## config.mk

```make
export PLATFORM = sky130hd
export DESIGN_NAME = gpio_irq_ctrl
export DESIGN_NICKNAME = d
export VERILOG_FILES = /design/src/rtl/gpio_irq_pkg.sv /design/src/rtl/gpio_irq_decode.sv /design/src/rtl/gpio_irq_pin_detect.sv /design/src/rtl/gpio_irq_datapath.sv /design/src/rtl/gpio_irq_ctrl.sv
export SDC_FILE = /design/constraint.sdc
export NUM_CORES = 1
export LEC_CHECK = 0
export BUFFER_PORTS_ARGS = -buffer_cell sky130_fd_sc_hd__buf_2
export CAP_MARGIN = 0
export CORE_ASPECT_RATIO = 0.5
export CORE_MARGIN = 8
export CORE_UTILIZATION = 58
export DETAILED_ROUTE_END_ITERATION = 7
export GPL_TIMING_DRIVEN = 0
export PLACE_DENSITY = 0.9
export SETUP_SLACK_MARGIN = 0.02
export SLEW_MARGIN = 20
export SYNTH_ARGS = -nofsm -noshare
export SYNTH_HDL_FRONTEND = slang
export SYNTH_SLANG_ARGS = --single-unit
```

## constraint.sdc

```tcl
create_clock -name clk -period 1.7 [get_ports clk]
set_input_delay 0.255 -clock clk [delete_from_list [all_inputs] [get_ports clk]]
set_output_delay 0.255 -clock clk [all_outputs]
set_load 0.005 [all_outputs]
```

## src/rtl/gpio_irq_pkg.sv

```systemverilog
package gpio_irq_pkg;

  localparam int unsigned ADDR_W = 6;
  localparam int unsigned DATA_W = 32;
  localparam int unsigned SEL_LSB = 2;
  localparam int unsigned SEL_W = 4;
  localparam int unsigned MODE_W = 3;
  localparam int unsigned MODE_STRIDE = 4;
  localparam int unsigned PINS_PER_MODE = DATA_W / MODE_STRIDE;

  typedef enum logic [SEL_W-1:0] {
    REG_ENABLE  = 4'h0,
    REG_STATUS  = 4'h1,
    REG_DISPLAY = 4'h2,
    REG_CLEAR   = 4'h3,
    REG_MASKSET = 4'h4,
    REG_MASKCLR = 4'h5,
    REG_OUT     = 4'h6,
    REG_IN      = 4'h7,
    REG_DIR     = 4'h8,
    REG_MODE0   = 4'h9,
    REG_MODE1   = 4'hA,
    REG_FUNC    = 4'hE,
    REG_SRST    = 4'hF
  } regSel_e;

  typedef enum logic [MODE_W-1:0] {
    TRIG_FALL = 3'd0,
    TRIG_RISE = 3'd1,
    TRIG_LOW  = 3'd2,
    TRIG_HIGH = 3'd3,
    TRIG_BOTH = 3'd4
  } trig_e;

  // write strobes from control to datapath
  typedef struct packed {
    logic holdReset;
    logic wrEnable;
    logic wrClear;
    logic wrMaskSet;
    logic wrMaskClr;
    logic wrOut;
    logic wrDir;
    logic wrMode0;
    logic wrMode1;
    logic wrFunc;
  } strobe_t;

endpackage

```

## src/rtl/gpio_irq_decode.sv

```systemverilog
module gpio_irq_decode
  import gpio_irq_pkg::*;
(
  input  logic              clk,
  input  logic              rstN,
  input  logic [ADDR_W-1:0] regAddr,
  input  logic              wrEn,
  input  logic              wrBit0,
  output strobe_t           strb,
  output logic [SEL_W-1:0]  rdSel,
  output logic              softRstQ
);

  logic [SEL_W-1:0] wordSel;
  logic             wrGo;
  logic             unusedLowAddr;

  assign wordSel       = regAddr[SEL_LSB +: SEL_W];
  assign unusedLowAddr = ^regAddr[SEL_LSB-1:0];
  assign rdSel         = wordSel;

  // soft reset bit: itself always writable
  always_ff @(posedge clk or negedge rstN) begin
    if (!rstN) begin
      softRstQ <= 1'b0;
    end else if (wrEn && wordSel == REG_SRST) begin
      softRstQ <= wrBit0;
    end
  end

  assign wrGo = wrEn && !softRstQ;

  always_comb begin
    strb           = '0;
    strb.holdReset = softRstQ;
    strb.wrEnable  = wrGo && (wordSel == REG_ENABLE);
    strb.wrClear   = wrGo && (wordSel == REG_CLEAR);
    strb.wrMaskSet = wrGo && (wordSel == REG_MASKSET);
    strb.wrMaskClr = wrGo && (wordSel == REG_MASKCLR);
    strb.wrOut     = wrGo && (wordSel == REG_OUT);
    strb.wrDir     = wrGo && (wordSel == REG_DIR);
    strb.wrMode0   = wrGo && (wordSel == REG_MODE0);
    strb.wrMode1   = wrGo && (wordSel == REG_MODE1);
    strb.wrFunc    = wrGo && (wordSel == REG_FUNC);
  end

endmodule

```

## src/rtl/gpio_irq_pin_detect.sv

```systemverilog
module gpio_irq_pin_detect
  import gpio_irq_pkg::*;
(
  input  logic              clk,
  input  logic              rstN,
  input  logic              pinRaw,
  input  logic [MODE_W-1:0] mode,
  output logic              level,
  output logic              hit
);

  logic syncA;
  logic syncB;
  logic prevB;

  always_ff @(posedge clk or negedge rstN) begin
    if (!rstN) begin
      syncA <= 1'b0;
      syncB <= 1'b0;
      prevB <= 1'b0;
    end else begin
      syncA <= pinRaw;
      syncB <= syncA;
      prevB <= syncB;
    end
  end

  assign level = syncB;

  always_comb begin
    case (mode)
      TRIG_FALL: hit = prevB & ~syncB;
      TRIG_RISE: hit = syncB & ~prevB;
      TRIG_LOW:  hit = ~syncB;
      TRIG_HIGH: hit = syncB;
      TRIG_BOTH: hit = syncB ^ prevB;
      default:   hit = 1'b0;
    endcase
  end

endmodule

```

## src/rtl/gpio_irq_datapath.sv

```systemverilog
module gpio_irq_datapath
  import gpio_irq_pkg::*;
#(
  parameter int unsigned PINS = 12
) (
  input  logic              clk,
  input  logic              rstN,
  input  strobe_t           strb,
  input  logic [DATA_W-1:0] wrData,
  input  logic [SEL_W-1:0]  rdSel,
  input  logic              softRstQ,
  input  logic [PINS-1:0]   pinIn,
  output logic [DATA_W-1:0] rdData,
  output logic [PINS-1:0]   pinOut,
  output logic [PINS-1:0]   pinOe,
  output logic [PINS-1:0]   statusVec,
  output logic [PINS-1:0]   maskVec
);

  localparam int unsigned SLOTS = 2 * PINS_PER_MODE;
  localparam int unsigned PAD_W = DATA_W - PINS;
  localparam logic [PINS-1:0] ALL_PINS = '1;

  logic [PINS-1:0] enQ;
  logic [PINS-1:0] statusQ;
  logic [PINS-1:0] maskQ;
  logic [PINS-1:0] outQ;
  logic [PINS-1:0] dirQ;
  logic [PINS-1:0] funcQ;
  logic [PINS-1:0] levelVec;
  logic [PINS-1:0] hitVec;
  logic [PINS-1:0] pinData;
  logic [PINS-1:0] clrBits;
  logic [PINS-1:0][MODE_W-1:0] modeQ;
  logic [PINS-1:0][MODE_W-1:0] modeSlice;
  logic [PINS-1:0] modeWr;
  logic [DATA_W-1:0] mode0Word;
  logic [DATA_W-1:0] mode1Word;
  logic unusedData;

  assign pinData    = wrData[PINS-1:0];
  assign unusedData = ^wrData;

  // per-pin detection, mode write slicing and mode readback
  for (genvar s = 0; s < SLOTS; s++) begin : g_slot
    logic [MODE_STRIDE-1:0] nib;
    if (s < PINS) begin : g_pin
      gpio_irq_pin_detect det_i (
        .clk    (clk),
        .rstN   (rstN),
        .pinRaw (pinIn[s]),
        .mode   (modeQ[s]),
        .level  (levelVec[s]),
        .hit    (hitVec[s])
      );
      if (s < PINS_PER_MODE) begin : g_lo
        assign modeWr[s]    = strb.wrMode0;
        assign modeSlice[s] = wrData[MODE_STRIDE*s +: MODE_W];
      end else begin : g_hi
        assign modeWr[s]    = strb.wrMode1;
        assign modeSlice[s] = wrData[MODE_STRIDE*(s-PINS_PER_MODE) +: MODE_W];
      end
      assign nib = {1'b0, modeQ[s]};
    end else begin : g_none
      assign nib = '0;
    end
    if (s < PINS_PER_MODE) begin : g_rd0
      assign mode0Word[MODE_STRIDE*s +: MODE_STRIDE] = nib;
    end else begin : g_rd1
      assign mode1Word[MODE_STRIDE*(s-PINS_PER_MODE) +: MODE_STRIDE] = nib;
    end
  end

  assign clrBits = strb.wrClear ? pinData : '0;

  always_ff @(posedge clk or negedge rstN) begin
    if (!rstN) begin
      enQ     <= '0;
      statusQ <= '0;
      maskQ   <= ALL_PINS;
      outQ    <= '0;
      dirQ    <= '0;
      funcQ   <= '0;
      modeQ   <= '0;
    end else if (strb.holdReset) begin
      enQ     <= '0;
      statusQ <= '0;
      maskQ   <= ALL_PINS;
      outQ    <= '0;
      dirQ    <= '0;
      funcQ   <= '0;
      modeQ   <= '0;
    end else begin
      if (strb.wrEnable) enQ <= pinData;
      if (strb.wrOut)    outQ <= pinData;
      if (strb.wrDir)    dirQ <= pinData;
      if (strb.wrFunc)   funcQ <= pinData;
      // new event wins over a coincident clear
      statusQ <= (statusQ & ~clrBits) | (hitVec & enQ);
      maskQ   <= (maskQ | (strb.wrMaskSet ? pinData : '0))
               & ~(strb.wrMaskClr ? pinData : '0);
      for (int n = 0; n < PINS; n++) begin
        if (modeWr[n]) modeQ[n] <= modeSlice[n];
      end
    end
  end

  always_comb begin
    rdData = '0;
    case (rdSel)
      REG_ENABLE:  rdData = {{PAD_W{1'b0}}, enQ};
      REG_STATUS:  rdData = {{PAD_W{1'b0}}, statusQ};
      REG_DISPLAY: rdData = {{PAD_W{1'b0}}, statusQ & ~maskQ};
      REG_MASKSET,
      REG_MASKCLR: rdData = {{PAD_W{1'b0}}, maskQ};
      REG_OUT:     rdData = {{PAD_W{1'b0}}, outQ};
      REG_IN:      rdData = {{PAD_W{1'b0}}, levelVec};
      REG_DIR:     rdData = {{PAD_W{1'b0}}, dirQ};
      REG_MODE0:   rdData = mode0Word;
      REG_MODE1:   rdData = mode1Word;
      REG_FUNC:    rdData = {{PAD_W{1'b0}}, funcQ};
      REG_SRST:    rdData = {{(DATA_W-1){1'b0}}, softRstQ};
      default:     rdData = '0;
    endcase
  end

  assign pinOut    = outQ;
  assign pinOe     = dirQ;
  assign statusVec = statusQ;
  assign maskVec   = maskQ;

endmodule

```

## src/rtl/gpio_irq_ctrl.sv

```systemverilog
module gpio_irq_ctrl
  import gpio_irq_pkg::*;
#(
  parameter int unsigned PINS = 12
) (
  input  logic              clk,
  input  logic              rstN,
  input  logic [ADDR_W-1:0] regAddr,
  input  logic              wrEn,
  input  logic [DATA_W-1:0] wrData,
  output logic [DATA_W-1:0] rdData,
  input  logic [PINS-1:0]   pinIn,
  output logic [PINS-1:0]   pinOut,
  output logic [PINS-1:0]   pinOe,
  output logic              irqOut
);

  strobe_t          strb;
  logic [SEL_W-1:0] rdSel;
  logic             softRstQ;
  logic [PINS-1:0]  statusVec;
  logic [PINS-1:0]  maskVec;

  gpio_irq_decode ctrl_i (
    .clk      (clk),
    .rstN     (rstN),
    .regAddr  (regAddr),
    .wrEn     (wrEn),
    .wrBit0   (wrData[0]),
    .strb     (strb),
    .rdSel    (rdSel),
    .softRstQ (softRstQ)
  );

  gpio_irq_datapath #(.PINS(PINS)) dp_i (
    .clk       (clk),
    .rstN      (rstN),
    .strb      (strb),
    .wrData    (wrData),
    .rdSel     (rdSel),
    .softRstQ  (softRstQ),
    .pinIn     (pinIn),
    .rdData    (rdData),
    .pinOut    (pinOut),
    .pinOe     (pinOe),
    .statusVec (statusVec),
    .maskVec   (maskVec)
  );

  assign irqOut = |(statusVec & ~maskVec);

endmodule

```

==> results.json <==
{
  "cts_num_sinks": 145,
  "routedWlPerCell_um": 26.03,
  "grt_pass1_wl_um": 45620,
  "viasPerCell": 6.374,
  "status": "finished, violations left",
  "core_um2": 13400,
  "synth_seq_cells": 145,
  "dieArea_um2": 17740,
  "clkTransAtPathRegs_ns": 0.07,
  "post-dp-hpwl_um": 21030,
  "crit_buf_inv": 1,
  "arrival_ns": 1.93,
  "grtUsageMet3_pct": 9.226,
  "area_growth_pct": 30.13,
  "hold_viol": 0,
  "grt-busiest-layer": "met2",
  "violations": "setup timing",
  "start_kind": "register",
  "clk_path_buf_depth": 2,
  "r2r_slack_ns": 0.04,
  "die_h_um": 98.28,
  "htreeDepth": 4,
  "drcViolationCount": 0,
  "setup_violations": 13,
  "final_cell_mix": "120 x dfrtp_1, 86 x buf_2, 71 x nand2_1",
  "synth_area_um2": 7853,
  "end_kind": "output pin",
  "mostFrequentLayoutCell": "dfrtp_1",
  "grt_pass1_vias": 7564,
  "synth_warnings": 0,
  "initial_core_util_pct": 58.60,
  "fp.dieW_um": 180.6,
  "synth-simple-area-share_pct": 19.96,
  "muxShareOfSynthArea_pct": 7.903,
  "antenna_found_initial": 0,
  "path_max_fanout": 2,
  "grt_usage_pct": 34.00,
  "clk_latency_ns": 0.42,
  "p_leak_nw": 4.889,
  "cts_tree": "yes",
  "skew_ns": 0.01050,
  "num_vias": 7445,
  "synth_cells": 811,
  "synth_edf_count": 0,
  "yosysSeqAreaShare_pct": 46.40,
  "critPathTopFamily": "simple AND/OR/NAND/NOR gates",
  "synthAdderAreaFrac_pct": 3.824,
  "path_class": "register to output pin",
  "synth-xor-area-share_pct": 1.227,
  "cts_root_buf": "clkbuf_16",
  "worst_pin_slew_ns": 0.9490,
  "maxSlewHeadroom_pct": 36.74,
  "detail-route-antenna-nets": 0,
  "diodes": 0,
  "drt_iter0_drc": 842,
  "routed_wl_um": 30400,
  "pin_count": 110,
  "async_reset_ff_share_pct": 100.0,
  "layout_min_cycle_time_ns": 2.184,
  "synth_compound_area_share_pct": 14.74,
  "holdWs_ns": 0.03802,
  "synth_cell_type_count": 59,
  "layout-drive-gt1-share_pct": 30.65,
  "synth_top_family_by_area": "simple AND/OR/NAND/NOR gates",
  "timing.final.crit_share_pct": 128.5,
  "worstHoldPathType": "primary input to register",
  "nets": 1056,
  "drv_slew": 0,
  "max_stage_delay_ns": 0.56,
  "cp.required_ns": 1.44,
  "ys_top_cells_by_area": "dfrtp_1 42%, mux2i_1 6.8%, nand2b_1 4.1%",
  "cp_slowest_cell": "dfstp_2",
  "maxCapViolCount": 0,
  "nFillCells": 924,
  "vdd_drop_max_v": 0.0006856,
  "rsz0062_at_grt": "yes",
  "yosysTopAreaCellShare_pct": 42.38,
  "path_cells": "nor2b_4 > a32o_2 > or4_4 > buf_6",
  "syn_avg_cell_area_um2": 9.683,
  "worst_slack_ns": -0.4841,
  "powerDensity_nw_per_um2": 967.0,
  "yosysTopAreaCell": "dfrtp_1",
  "rows": 30,
  "met2_usage_pct": 51.12,
  "grt_max_degree": 98,
  "fmax_mhz": 457.9,
  "io_buffers": 87,
  "drt-pass1-iter-count": 6,
  "synth_ff_type": "dfrtp_1",
  "gr-total-overflow": 0,
  "grt_use_met1_pct": 46.53,
  "numCtsBuffers": 17,
  "gp_congestion": 0.9784,
  "finalPower_mw": 9.881
}
-- area by class of cell --
cell class	count	area (µm²)	share of cell area (%)
buffer	63	570.5	5.583
clock buffer	20	436.7	4.273
clock inverter	12	182.7	1.788
inverter	34	132.6	1.298
multi-input combinational	572	4060	39.73
sequential	145	3660	35.81
tap	176	220.2	2.155
timing repair buffer	146	955.9	9.355
-- flip-flops by register name (all words and copies together), names as in the netlist --
signal	flops
dp_i.pinOut	12
dp_i.g_slot.g_pin.det_i.prevB	12
dp_i.g_slot.g_pin.det_i.syncA	12
dp_i.statusVec	12
dp_i.maskVec	12
dp_i.g_slot.g_pin.det_i.level	12
dp_i.funcQ	12
dp_i.enQ	12
ctrl_i.softRstQ	1
dp_i.g_slot.nib	36
dp_i.pinOe	12
-- per-layer routing --
metal / vias up / part of all wire (%) / wire length [µm]
met3: 83 / 11 / 3290
met4: 0 / 3.0 / 920
met1: 3678 / 43 / 12950
met5: - / 0 / 0
li1: 3180 / - / -
met2: 504 / 44 / 13250
-- power by group --
group | internal [mW] | switching (mW) | total, mW
logic | 0.776 | 1.09 | 1.87
registers | 3.69 | 0.258 | 3.95
clock network | 2.47 | 1.59 | 4.07
total | 6.94 | 2.94 | 9.88
-- tightest hold or removal path, cell delays in order --
cell and delay, ns:
buf_2 0.07, nand2_1 0.03, o21ai_0 0.06
-- path summary, 6_finish.rpt --
| path | startpoint | to | depth (start not counted) |
|---|---|---|---|
| max reg2reg | ctrl_i.softRstQ$_DFFE_PN0P_ | dp_i.statusVec[9]$_DFF_PN0_ | 5 |
| min reg2reg | dp_i.g_slot[3].g_pin.det_i.syncA$_DFF_PN0_ | dp_i.g_slot[3].g_pin.det_i.level$_DFF_PN0_ | 0 |
| min in group asynchronous | rstN | dp_i.g_slot[2].g_pin.det_i.syncA$_DFF_PN0_ | 2 |
| min | wrData[22] | dp_i.g_slot[5].nib[2]$_DFFE_PN0P_ | 3 |
| max in group asynchronous | rstN | dp_i.g_slot[1].g_pin.det_i.level$_DFF_PN0_ | 3 |
| max | dp_i.maskVec[4]$_DFF_PN1_ | rdData[4] | 4 |
-- Yosys cell counts, types with 3 or more instances --
library cell	n
a2111oi_0	6
a211oi_1	15
a21oi_1	27
a221oi_1	4
a22o_1	3
a22oi_1	16
a311o_1	8
a32o_1	3
a32oi_1	9
and2_1	13
and3_1	17
buf_2	16
buf_4	14
buf_6	3
clkbuf_1	31
dfrtp_1	133
dfstp_2	12
ha_1	24
inv_1	32
mux2_2	8
mux2i_1	53
nand2_1	72
nand2b_1	52
nand3_1	11
nor2_1	66
nor2b_1	23
nor3_1	11
nor3b_1	4
nor4_1	12
o21ai_0	45
o21bai_1	13
o22a_1	3
o22ai_1	3
or3_1	5
or4_1	3
xor2_1	10
-- repair_timing --
action | CTS | global route
setup endpoints to repair | 132 | 111
hold buffers | 13 | 0
endpoints found under the hold margin | 56 | 0
pin swaps | 19 | 16
setup buffers | 29 | 15
gates resized for setup | 109 | 70
gates cloned | 1 | 0
-- kinds of logic after synthesis --
| family | after synthesis |
|---|---|
| and+or+nand+nor | 302 |
| AOI/OAI and AO/OA | 169 |
| DFF | 145 |
| buffers and inverters | 98 |
| muxes | 61 |
| adders and majority gates | 24 |
| xor gates and xnor gates | 11 |
| other | 1 |
-- per-stage QoR --
step	area, µm²	setup WS (ns)	TNS [ns]	util (%)	instances
CTS	9905	-0.4511	-2.410	73.91	1154
finish	10220	-0.4841	-2.623	76.26	1168
floorplan	7868	0.03519	0	-	815
detailed placement	8573	-0.7501	-61.11	63.98	1080
global placement	8523	-1.619	-281.86	63.60	1078
global route	10220	-0.5050	-3.054	76.26	1168
Power figures use the tool's default switching activity.
